==> config.mk <==
export PLATFORM = sky130hd
export DESIGN_NAME = tdm_mux_rx
export DESIGN_NICKNAME = d
export VERILOG_FILES = /design/src/rtl/tdm_mux_rx.sv
export SDC_FILE = /design/constraint.sdc
export NUM_CORES = 1
export LEC_CHECK = 0
export BUFFER_PORTS_ARGS = -buffer_cell sky130_fd_sc_hd__buf_2
export CELL_PAD_IN_SITES_DETAIL_PLACEMENT = 0
export CELL_PAD_IN_SITES_GLOBAL_PLACEMENT = 1
export CORE_ASPECT_RATIO = 1.5
export CORE_MARGIN = 2
export CORE_UTILIZATION = 43
export CTS_BUF_LIST = sky130_fd_sc_hd__clkbuf_16
export DETAILED_ROUTE_END_ITERATION = 8
export GPL_TIMING_DRIVEN = 0
export PLACE_DENSITY_LB_ADDON = 0.12
export SETUP_SLACK_MARGIN = 0.5
export SYNTH_ARGS = -nofsm -noshare
export SYNTH_HDL_FRONTEND = slang
export SYNTH_SLANG_ARGS = --single-unit
==> constraint.sdc <==
create_clock -name clk -period 4.9 [get_ports clk]
set_clock_uncertainty 0.15 [all_clocks]
set_input_delay 1.47 -clock clk [delete_from_list [all_inputs] [get_ports clk]]
set_output_delay 1.47 -clock clk [all_outputs]
set_load 0.02 [all_outputs]
==> src/rtl/tdm_mux_rx.sv <==
module tdm_mux_rx #(
  parameter int TS_W   = 7,
  parameter int LINK_W = 2
) (
  input  logic                 clk,
  input  logic                 rst_n,
  input  logic                 ser_clk,
  input  logic                 ser_fp,
  input  logic                 ser_data,
  input  logic                 ser_sig,
  input  logic                 cfg_fp_edge,
  input  logic                 cfg_data_edge,
  input  logic                 cfg_dbl_rate,
  input  logic                 cfg_dbl_sel,
  input  logic                 cfg_fp_inv,
  input  logic [2:0]           cfg_bit_off,
  input  logic [TS_W-1:0]      cfg_ts_off,
  output logic                 byte_vld,
  output logic [LINK_W-1:0]    link_no,
  output logic [TS_W-LINK_W-1:0] slot_no,
  output logic [7:0]           data_byte,
  output logic [7:0]           sig_byte
);
  localparam int POS_W = TS_W + 3;

  logic [3:0] s1, s2;
  logic       sc3;
  logic       fp_prev, pend, ph, ld, synced, primed;
  logic [POS_W-1:0] cnt;
  logic [6:0] dsh, ssh;

  wire rise    = s2[3] & ~sc3;
  wire fall    = ~s2[3] & sc3;
  wire fp_ev   = cfg_fp_edge ? fall : rise;
  wire d_ev    = cfg_data_edge ? fall : rise;
  wire fp_lvl  = s2[2] ^ cfg_fp_inv;
  wire fp_hit  = fp_ev & fp_lvl & ~fp_prev;
  wire start   = (fp_hit & d_ev) | (pend & d_ev);
  wire ph_cur  = start ? 1'b0 : ph;
  wire take    = d_ev & (~cfg_dbl_rate | (ph_cur == cfg_dbl_sel));
  wire ld_cur  = start | ld;
  wire sync_c  = synced | start;
  wire [POS_W-1:0] off = {cfg_ts_off, cfg_bit_off};
  wire [POS_W-1:0] pos = ld_cur ? (~off + 1'b1) : cnt;
  wire tk      = take & sync_c;
  wire prim_c  = primed | (pos[2:0] == 3'd0);
  wire emit    = tk & (pos[2:0] == 3'd7) & prim_c;

  always_ff @(posedge clk) begin
    if (!rst_n) begin
      s1 <= '0; s2 <= '0; sc3 <= 1'b0;
      fp_prev <= 1'b0; pend <= 1'b0; ph <= 1'b0; ld <= 1'b0;
      synced <= 1'b0; primed <= 1'b0; cnt <= '0; dsh <= '0; ssh <= '0;
      byte_vld <= 1'b0; link_no <= '0; slot_no <= '0;
      data_byte <= '0; sig_byte <= '0;
    end else begin
      s1  <= {ser_clk, ser_fp, ser_data, ser_sig};
      s2  <= s1;
      sc3 <= s2[3];
      if (fp_ev) fp_prev <= fp_lvl;
      if (d_ev) pend <= 1'b0;
      else if (fp_hit) pend <= 1'b1;
      if (start) synced <= 1'b1;
      if (d_ev) begin
        ph <= ~ph_cur;
        ld <= take ? 1'b0 : ld_cur;
      end
      if (tk) begin
        cnt    <= pos + 1'b1;
        primed <= prim_c;
        dsh    <= {dsh[5:0], s2[1]};
        ssh    <= {ssh[5:0], s2[0]};
      end
      byte_vld <= emit;
      if (emit) begin
        link_no   <= pos[LINK_W+2:3];
        slot_no   <= pos[POS_W-1:LINK_W+3];
        data_byte <= {dsh, s2[1]};
        sig_byte  <= {ssh, s2[0]};
      end
    end
  end

  AST_NO_VLD_UNSYNCED: assert property (@(posedge clk) disable iff (!rst_n)
    !synced |=> !byte_vld);
  AST_SYNC_STICKY: assert property (@(posedge clk) disable iff (!rst_n)
    synced |=> synced);
  AST_VLD_PULSE: assert property (@(posedge clk) disable iff (!rst_n)
    byte_vld |=> !byte_vld);
  AST_VLD_NEEDS_PRIMED: assert property (@(posedge clk) disable iff (!rst_n)
    byte_vld |-> primed);
  AST_LOAD_CLEARS: assert property (@(posedge clk) disable iff (!rst_n)
    take |=> !ld);
endmodule

==> metrics.txt <==
status finished clean; fin cells 550; fillers 740; largest net degree at the start of global routing 11; core area 0.007274 mm^2; Worst EP arrival 4320 ps; Chip Width 74.76 um; number of vias per cell 5.462; largest cells by area after synthesis dfxtp_1, a21oi_1, nand2_1; final WL 8.590 mm; CP Launch Type input port; IO buf count 41; Synth area leader dfxtp_1; worst min path class register to register; Placed Area 0.003560 mm^2; Mapped Area 0.003229 mm^2; Die Span Y 110.1 um; Slew headroom 53.99%; static leakage 1.440 nW; Critical Path RT 4930 ps; clk root buf clkbuf_16; ys async rst share 0%; remaining global-route overflow 0; hpwl dp 6.296 mm; clock latency on the worst-skew pair 320 ps; DRT Pass-1 Iters 4; CTS sink count 63; CTS Buf Count 9; fmax 233.1 MHz; drt initial violations 183; first-pass GRT wire length 13.70 mm; Global Route Usage Sum 21.95%; Synthesized Nets 416; #FFs+latches synth 63; initial antenna violation count 0; Crit. End Element register; drc violations 0; Rows 38; Max H-tree Level 3; Final Hold Fails 0; placer congestion estimate 0.8244; area of the multi-input gates 0.001846 mm^2; deepest clock path buffer count 2; critical path peak fanout 10; Setup TNS 0 ps; nets@finish 470; Via Count 3004; share of cells above drive strength 1 21.33%; Yosys top cell area share 39.05%; drt wl/cell 15.62 um; Min Clock Period, post-route 4289 ps; post-synthesis sequential area ratio 39.05%; pwr dens 313.0 mW/mm^2; Max VDD drop 0.0002113 V; post-route clock period utilization 87.54%; synth unique cells 64; Syn. warnings 0; Initial Util 44.39%; Slew Limit Fails 0; Main synth FF type dfxtp_1; Synth top cells by count dfxtp_1, nand2_1, a21oi_1, nand3_1, o21ai_0; Post-synth EDFFs 0; worst reg2reg path depth 13; Routed Antenna Nets 0; synthesis-to-finish area growth 21.27%; Syn Area/Cell 8.259 um^2; # IOs 45; fin util 53.84%; register area 0.001261 mm^2; Final Power 1.226 mW; top-count cell post-synth dfxtp_1; Worst-Margin Slew 683.9 ps; number of max-cap violations 0; Hold Path Stages 1; Placed Cells 532; Setup Viol. Count Final 0; ANT cells 0; WS Path Type input port to register; Non-Filler Cell Area, Final 0.003916 mm^2; CTS clk-pin slew, worst paths 50 ps; vias in the first global route 2815; CTS Hold Bufs 0; RSZ-0062 raised after global routing false; CTS tree built; Gate Count Post-Synth 391; die area 0.008234 mm^2
-- registers in the layout (all words and copies together), names as in the netlist, 2 cells and up --
signal,flops
s1,4
dsh,7
s2,4
cnt,10
data_byte,8
slot_no,5
sig_byte,8
link_no,2
ssh,7
-- cells in the final DEF (no fill, tap or decap), drive strengths merged, types with 6 or more instances in the layout --
master and instances:
buf 54, inv 13, dfxtp 63, nor3 7
nor2 14, a21oi 51, clkbuf 23, o21ai 25
xor2 7, nand3 27, a211oi 6, xnor2 9
and2 11, nand2 60
-- routing by layer --
layer  wire length (um)  vias up  GRT usage [%]
li1                   -     1508              -
met1               3562     1406          24.89
met2               4541       78          39.25
met3                304       12          4.091
met4                182        0          9.439
met5                  0        -              0
-- cells by family (layout without fill, tap and decap cells) --
group                      after synthesis  in the layout  synth area share [%]
AOI/OAI and AO/OA                      114            114                 23.63
muxes                                    7              7                 2.751
xor gates and xnor gates                16             16                 4.572
DFF                                     63             63                 39.05
adders and majority gates                4              4                 1.550
and+or+nand+nor                        151            151                 23.32
buffers and inverters                   36             95                 5.114
-- report_power, final --
group | total [mW] | internal [mW] | switching [mW] | leakage [nW]
sequential | 0.521 | 0.518 | 0.00353 | 0.509
combinational | 0.104 | 0.0387 | 0.0649 | 0.790
clock | 0.601 | 0.384 | 0.217 | 0.141
total | 1.23 | 0.941 | 0.285 | 1.44
-- cell type report --
class,instances,share of cell area [%]
clock buffer,9,5.751
clock inverter,7,1.438
tap,100,3.195
buffer,25,3.610
inverter,11,1.054
multi-input combinational,292,47.12
timing repair buffer,43,5.623
sequential,63,32.20
-- worst max-delay path: stages --
cell	delay [ps]
buf_2	130
or4b_1	570
a211oi_4	340
a211o_1	170
buf_6	160
mux2i_4	270
inv_1	100
ha_4	190
ha_1	210
and3_1	140
clkbuf_4	170
buf_6	150
a21oi_1	180
a211oi_2	60
-- worst paths after layout --
path	startpoint	end	slack (ps)
min reg2reg	s1[2]	s2[2]	280
max	cfg_fp_edge	link_no[1]	610
min	s1[2]	s2[2]	280
max reg2reg	sc3	link_no[1]	1540
-- what timing repair did --
action	CTS	global route
gates resized for setup	8	8
setup buffers	0	2
pin swaps	1	2
hold endpoints to repair	0	0
endpoints found under the setup margin	16	26
-- per-stage QoR --
stage / hold slack [ps] / worst slack (ps)
after detailed placement: 276.8 / 16.11
after CTS: 288.8 / 510.0
after floorplan: 261.9 / 619.8
after global routing: 298.7 / 512.4
after global placement: 265.5 / 69.11
final: 283.7 / 610.5
(Power assumes the default switching activity.)
